[src/rtl/ds7_pkg.sv]
package ds7_pkg;
  localparam int STAGES = 7;
  localparam int RES_N = 3;
  localparam int HIT_W = $clog2(STAGES);

  // Q(FRAC=32) default loop coefficients
  localparam longint C_DEF [STAGES] = '{64'sd3431, 64'sd176362, 64'sd4161640,
    64'sd60910474, 64'sd987060808, 64'sd1301303961, 64'sd1486740783};
  localparam longint LIM_DEF [STAGES] = '{64'sd120263, 64'sd3163981, 64'sd51392693,
    64'sd543070667, 64'sd4753499018, 64'sd4125787720, 64'sd0};
  localparam longint RES_DEF [RES_N] = '{64'sd33554, 64'sd331401, 64'sd0};
  // gains in units of 1/32
  localparam int GAIN_DEF [STAGES] = '{32, 32, 32, 32, 35, -34, 32};

  typedef struct packed {
    logic step;
    logic fbPos;
    logic fbNeg;
  } ds7_strobe_t;

  typedef struct packed {
    logic bitPos;
    logic satHit;
    logic [HIT_W-1:0] clampNum;
  } ds7_status_t;
endpackage

[src/rtl/ds7_loop.sv]
module ds7_loop
  import ds7_pkg::*;
#(
  parameter int IN_W = 24,
  parameter int W = 40,
  parameter int FRAC = 32,
  parameter int IN_SHIFT = 11,
  parameter int GAIN_W = 8,
  parameter int GAIN_FRAC = 5,
  parameter int COEF_W = 36,
  parameter int GUARD = 8,
  parameter longint C_COEF [STAGES] = C_DEF,
  parameter longint LIMIT [STAGES] = LIM_DEF,
  parameter longint RES [RES_N] = RES_DEF,
  parameter int GAIN [STAGES] = GAIN_DEF
) (
  input  logic clk,
  input  logic rstN,
  input  logic signed [IN_W-1:0] sampleIn,
  input  ds7_strobe_t strobe,
  output ds7_status_t status
);
  localparam int SUM_W = W + GUARD;
  localparam int PROD_W = W + COEF_W;
  localparam int GP_W = W + GAIN_W;
  localparam logic signed [SUM_W-1:0] HALF = SUM_W'(64'sd1 <<< (FRAC - 1));

  logic signed [W-1:0] stateQ [STAGES];
  logic signed [W-1:0] stateD [STAGES];
  logic [STAGES-2:0] clampHit;
  logic signed [SUM_W-1:0] xScaled;
  logic signed [SUM_W-1:0] rounded;

  assign xScaled = SUM_W'(sampleIn) >>> IN_SHIFT;

  for (genvar k = 0; k < STAGES; k++) begin : g_stage
    localparam logic signed [SUM_W-1:0] CK = SUM_W'(C_COEF[k]);
    logic signed [SUM_W-1:0] feedIn, fbTerm, gainTerm, resTerm, rawSum;
    logic signed [GP_W-1:0] gainProd;
    logic signed [W-1:0] stageQ, stageNext;

    if (k == 0) begin : g_first
      assign feedIn = xScaled;
    end else begin : g_chain
      assign feedIn = SUM_W'(stateQ[k-1]);
    end

    assign fbTerm = strobe.fbPos ? CK : (strobe.fbNeg ? -CK : '0);
    assign gainProd = GP_W'(stageQ) * GP_W'(GAIN[k]);
    assign gainTerm = SUM_W'(gainProd >>> GAIN_FRAC);

    if ((k % 2 == 0) && (k < STAGES - 1)) begin : g_res
      logic signed [PROD_W-1:0] resProd;
      assign resProd = PROD_W'(stateQ[k+1]) * PROD_W'(RES[k/2]);
      assign resTerm = SUM_W'(resProd >>> FRAC);
    end else begin : g_nores
      assign resTerm = '0;
    end

    assign rawSum = feedIn - fbTerm - resTerm + gainTerm;

    if (k < STAGES - 1) begin : g_clamp
      localparam logic signed [SUM_W-1:0] LK = SUM_W'(LIMIT[k]);
      logic hitK;
      always_comb begin
        hitK = 1'b0;
        stageNext = W'(rawSum);
        if (rawSum > LK) begin
          stageNext = W'(LK);
          hitK = 1'b1;
        end else if (rawSum < -LK) begin
          stageNext = W'(-LK);
          hitK = 1'b1;
        end
      end
      assign clampHit[k] = hitK;

      // a limited state never leaves its window
      a_r5_within_limit: assert property (@(posedge clk) disable iff (!rstN)
        (SUM_W'(stageQ) <= LK) && (SUM_W'(stageQ) >= -LK));
    end else begin : g_free
      assign stageNext = W'(rawSum);
    end

    always_ff @(posedge clk or negedge rstN) begin
      if (!rstN) stageQ <= '0;
      else if (strobe.step) stageQ <= stageNext;
    end

    assign stateQ[k] = stageQ;
    assign stateD[k] = stageNext;
  end

  assign rounded = (SUM_W'(stateD[STAGES-1]) + HALF) >>> FRAC;

  always_comb begin
    status.bitPos = rounded > 0;
    status.satHit = (rounded > 1) || (rounded < 0);
    status.clampNum = HIT_W'($countones(clampHit));
  end
endmodule

[src/rtl/ds7_ctrl.sv]
module ds7_ctrl
  import ds7_pkg::*;
#(
  parameter int CNT_W = 16
) (
  input  logic clk,
  input  logic rstN,
  input  logic sampleEn,
  input  ds7_status_t status,
  output ds7_strobe_t strobe,
  output logic bitOut,
  output logic [CNT_W-1:0] clampCount,
  output logic [CNT_W-1:0] satCount
);
  logic fbValid;

  function automatic logic [CNT_W-1:0] satAdd(input logic [CNT_W-1:0] base,
                                              input logic [HIT_W-1:0] inc);
    logic [CNT_W:0] wide;
    wide = {1'b0, base} + (CNT_W + 1)'(inc);
    return wide[CNT_W] ? '1 : wide[CNT_W-1:0];
  endfunction

  always_comb begin
    strobe.step = sampleEn;
    strobe.fbPos = fbValid && bitOut;
    strobe.fbNeg = fbValid && !bitOut;
  end

  always_ff @(posedge clk or negedge rstN) begin
    if (!rstN) begin
      fbValid <= 1'b0;
      bitOut <= 1'b0;
      clampCount <= '0;
      satCount <= '0;
    end else if (sampleEn) begin
      fbValid <= 1'b1;
      bitOut <= status.bitPos;
      clampCount <= satAdd(clampCount, status.clampNum);
      satCount <= satAdd(satCount, HIT_W'(status.satHit));
    end
  end

  // idle clocks change nothing visible
  a_r9_hold_idle: assert property (@(posedge clk) disable iff (!rstN)
    !sampleEn |=> $stable(bitOut) && $stable(clampCount) && $stable(satCount));
  // a full counter stays full
  a_r8_clamp_sticky: assert property (@(posedge clk) disable iff (!rstN)
    (&clampCount) |=> (&clampCount));
  a_r8_sat_sticky: assert property (@(posedge clk) disable iff (!rstN)
    (&satCount) |=> (&satCount));
  // a flagged step below the ceiling moves the saturation counter
  a_r7_sat_counted: assert property (@(posedge clk) disable iff (!rstN)
    (sampleEn && status.satHit && !(&satCount)) |=> (satCount != $past(satCount)));
endmodule

[src/rtl/ds7_modulator.sv]
module ds7_modulator
  import ds7_pkg::*;
#(
  parameter int IN_W = 24,
  parameter int W = 40,
  parameter int FRAC = 32,
  parameter int IN_SHIFT = 11,
  parameter int GAIN_W = 8,
  parameter int GAIN_FRAC = 5,
  parameter int COEF_W = 36,
  parameter int GUARD = 8,
  parameter int CNT_W = 16,
  parameter longint C_COEF [STAGES] = C_DEF,
  parameter longint LIMIT [STAGES] = LIM_DEF,
  parameter longint RES [RES_N] = RES_DEF,
  parameter int GAIN [STAGES] = GAIN_DEF
) (
  input  logic clk,
  input  logic rstN,
  input  logic signed [IN_W-1:0] sampleIn,
  input  logic sampleEn,
  output logic bitOut,
  output logic [CNT_W-1:0] clampCount,
  output logic [CNT_W-1:0] satCount
);
  ds7_strobe_t strobe;
  ds7_status_t status;

  ds7_loop #(
    .IN_W(IN_W), .W(W), .FRAC(FRAC), .IN_SHIFT(IN_SHIFT), .GAIN_W(GAIN_W),
    .GAIN_FRAC(GAIN_FRAC), .COEF_W(COEF_W), .GUARD(GUARD),
    .C_COEF(C_COEF), .LIMIT(LIMIT), .RES(RES), .GAIN(GAIN)
  ) u_loop (
    .clk(clk), .rstN(rstN), .sampleIn(sampleIn), .strobe(strobe), .status(status)
  );

  ds7_ctrl #(.CNT_W(CNT_W)) u_ctrl (
    .clk(clk), .rstN(rstN), .sampleEn(sampleEn), .status(status), .strobe(strobe),
    .bitOut(bitOut), .clampCount(clampCount), .satCount(satCount)
  );
endmodule

[config.mk]
export PLATFORM = sky130hd
export DESIGN_NAME = ds7_modulator
export DESIGN_NICKNAME = d
export VERILOG_FILES = /design/src/rtl/ds7_pkg.sv /design/src/rtl/ds7_loop.sv /design/src/rtl/ds7_ctrl.sv /design/src/rtl/ds7_modulator.sv
export SDC_FILE = /design/constraint.sdc
export NUM_CORES = 2
export LEC_CHECK = 0
export CORE_ASPECT_RATIO = 1.5
export CORE_UTILIZATION = 41
export CTS_CLUSTER_DIAMETER = 150
export DETAILED_ROUTE_END_ITERATION = 10
export PLACE_DENSITY_LB_ADDON = 0.12
export SETUP_SLACK_MARGIN = 0.2
export SLEW_MARGIN = 20
export SYNTH_ARGS = -nofsm -noshare
export SYNTH_HDL_FRONTEND = slang
export SYNTH_SLANG_ARGS = --single-unit
[constraint.sdc]
create_clock -name clk -period 15.92 [get_ports clk]
set_clock_uncertainty 0.1 [all_clocks]
set_input_delay 3.184 -clock clk [delete_from_list [all_inputs] [get_ports clk]]
set_output_delay 3.184 -clock clk [all_outputs]
set_load 0.005 [all_outputs]
==> run metrics <==
status finished clean; CP delay by family, top adder cells; H-tree Lvls 2; Port Buffers 48; Final nets 9877; crit path time final 14.96 ns; hold-fix buffers at CTS 0; Die Area 0.172 mm^2; drt pass-1 iters 6; fill count 17096; clock-pin slew on the worst setup and hold paths 0.06 ns; kind of end point of the critical path register; grt ovf 0; most frequent cells in the layout inv_1 (1655), ha_1 (1068), fa_1 (844); # IOs 60; hold path startpoint u_loop.g_stage[6].stageQ[23]; # setup viols final 0; total of max-cap violations 0; row cnt 185; distinct cell type count of the synthesized netlist 119; Synth Net Count 9906; RSZ-0062 raised after global routing no; Die Span X 339 um; GP Congestion 0.952; R2R depth 50; synthesized area per cell 8.78 um^2; vias in the first global route 59365; max_slew headroom 0.283; CTS tree done; DRC violations left 0; final period utilization 0.940; CP startpoint u_loop.g_stage[1].stageQ[14]; Synth top area share 0.241; Post-synth EDFFs 0; synth top area cells fa_1 (24%), ha_1 (19%), dfrtp_1 (11%); Crit Path Class register to register; CP max-delay cell dfrtp_1; most common cell after layout, fill and taps aside inv_1; Core Area 0.169 mm^2; antenna violations before repair 0; hold depth 2; largest net degree at the start of global routing 124; Async SR Flop Fraction 1.00; Final Hold Vio Count 0; Cell Area, Synth 0.0700 mm^2; Worst EP required 16.31 ns; Worst-Margin Slew 1.08 ns; drt total wl 211 mm; Fin Setup TNS 0 ns; Sinks on Clock Net 314; sequential cell area fraction in the yosys report 0.112; fmax 66.8 MHz; slowest cell delay on critical path 0.66 ns; Worst Hold Class register to register; ys flop type dfrtp_1; Worst Path Max Fanout 14; DIE HEIGHT 508 um; area grow syn2layout 6.57%; clock buffer count from CTS 42; first-pass GRT wire length 336 mm; Initial Util 0.413; Detail Route Antenna Nets 0; WP depth 50; synth warn 0; CP Data Arrival Time 15.35 ns; proportion of layout cells with a drive suffix above 1 0.0417; startpoint types register; Final Max Tran Viols 0; Worst-Skew Late Latency 0.65 ns; Yosys reg bits 314; Clock Tree Buf Depth 3; Total GRT Usage 0.248; WL per Instance 20.6 um; Initial DRC Count 2813; Vias 56372; root buffer cell clkbuf_16; Cells after Synth 7967; FF-to-FF Start u_loop.g_stage[1].stageQ[14]; area leader, netlist fa_1; DR vias/cell 5.52; hpwl dp 180 mm; Bufs and invs on worst path 6
-- through the flow --
stage	worst slack, ns	utilization	instances	hold WS, ns	cell area [um^2]
after global routing	0.236	0.440	10215	0.410	74600
after detailed placement	0.839	0.431	10138	0.371	73100
final	0.959	0.440	10216	0.383	74600
after floorplan	1.62	-	7967	0.349	70000
after CTS	0.779	0.440	10215	0.388	74500
after global placement	0.813	0.431	10138	0.366	73100
-- area by class of cell --
cell class	count	area (um^2)	area share
antenna	1	2.50	0.0000336
clock buffer	59	1230	0.0166
clock inverter	18	223	0.00299
inverter	1659	6230	0.0836
multi-input combinational	5787	55100	0.738
sequential	314	7860	0.105
tap	2244	2810	0.0377
timing repair buffer	134	1150	0.0154
-- state kept, by name (all words and copies together) (netlist names) --
name / cells
u_loop.g_stage.stageQ: 280
u_ctrl.clampCount: 16
u_ctrl.satCount: 16
u_ctrl.bitOut: 1
u_ctrl.fbValid: 1
-- worst reg2reg max path: cells and delay by family (launching register included) --
family	cells	cell delay, ns
buffers and inverters	6	0.64
AO/OA/AOI/OAI	15	4.18
adder cells (fa/ha/maj)	14	5.76
flip-flops	1	0.66
XOR/XNOR	1	0.15
AND/OR/NAND/NOR	14	3.32
-- cell families (layout without fill, tap and decap cells) --
kind of cell,after synthesis,count (layout),synth area share
multiplexers,38,38,0.00558
adder cells (fa/ha/maj),1912,1912,0.432
XOR/XNOR,403,403,0.0505
flip-flops,314,314,0.112
buffers and inverters,1866,1870,0.102
AND/OR/NAND/NOR,1484,1484,0.106
other,0,1,0
AO/OA/AOI/OAI,1950,1950,0.192
-- path summary, 6_finish.rpt --
check                                               end  slack, ns
max in group asynchronous  u_loop.g_stage[3].stageQ[39]      10.45
setup / recovery                  u_ctrl.clampCount[14]       0.96
hold / removal             u_loop.g_stage[6].stageQ[23]       0.38
hold reg to reg            u_loop.g_stage[6].stageQ[23]       0.38
setup reg to reg                  u_ctrl.clampCount[14]       0.96
min in group asynchronous  u_loop.g_stage[6].stageQ[18]       2.39
-- Yosys cell counts, types with 63 or more instances --
master / number
inv_1: 1658
ha_1: 1068
fa_1: 844
a21oi_1: 539
nand2_1: 373
nor2_1: 344
dfrtp_1: 314
o21ai_0: 274
xnor2_1: 254
a21o_1: 233
clkbuf_1: 169
xor2_1: 148
nor3_1: 138
nand3_1: 114
nand4_1: 105
o21a_1: 85
and3_1: 73
o21bai_1: 65
a31oi_1: 63
-- what timing repair did --
item / CTS / global route
buffers inserted: 0 / 0
resized for setup: 0 / 7
endpoints found under the setup margin: 0 / 11
-- per-layer routing --
metal / routed length, um / share of wire / global-route usage / vias to the layer above
met5: 0 / 0 / 0 / -
li1: - / - / - / 27018
met1: 80500 / 0.38 / 0.273 / 28075
met3: 4680 / 0.022 / 0.0154 / 378
met4: 12300 / 0.058 / 0.124 / 0
met2: 113000 / 0.54 / 0.477 / 901
Power is left out: the tool's default activity adds up to more than one toggle a clock period on the data nets, which glitch-free logic cannot reach.
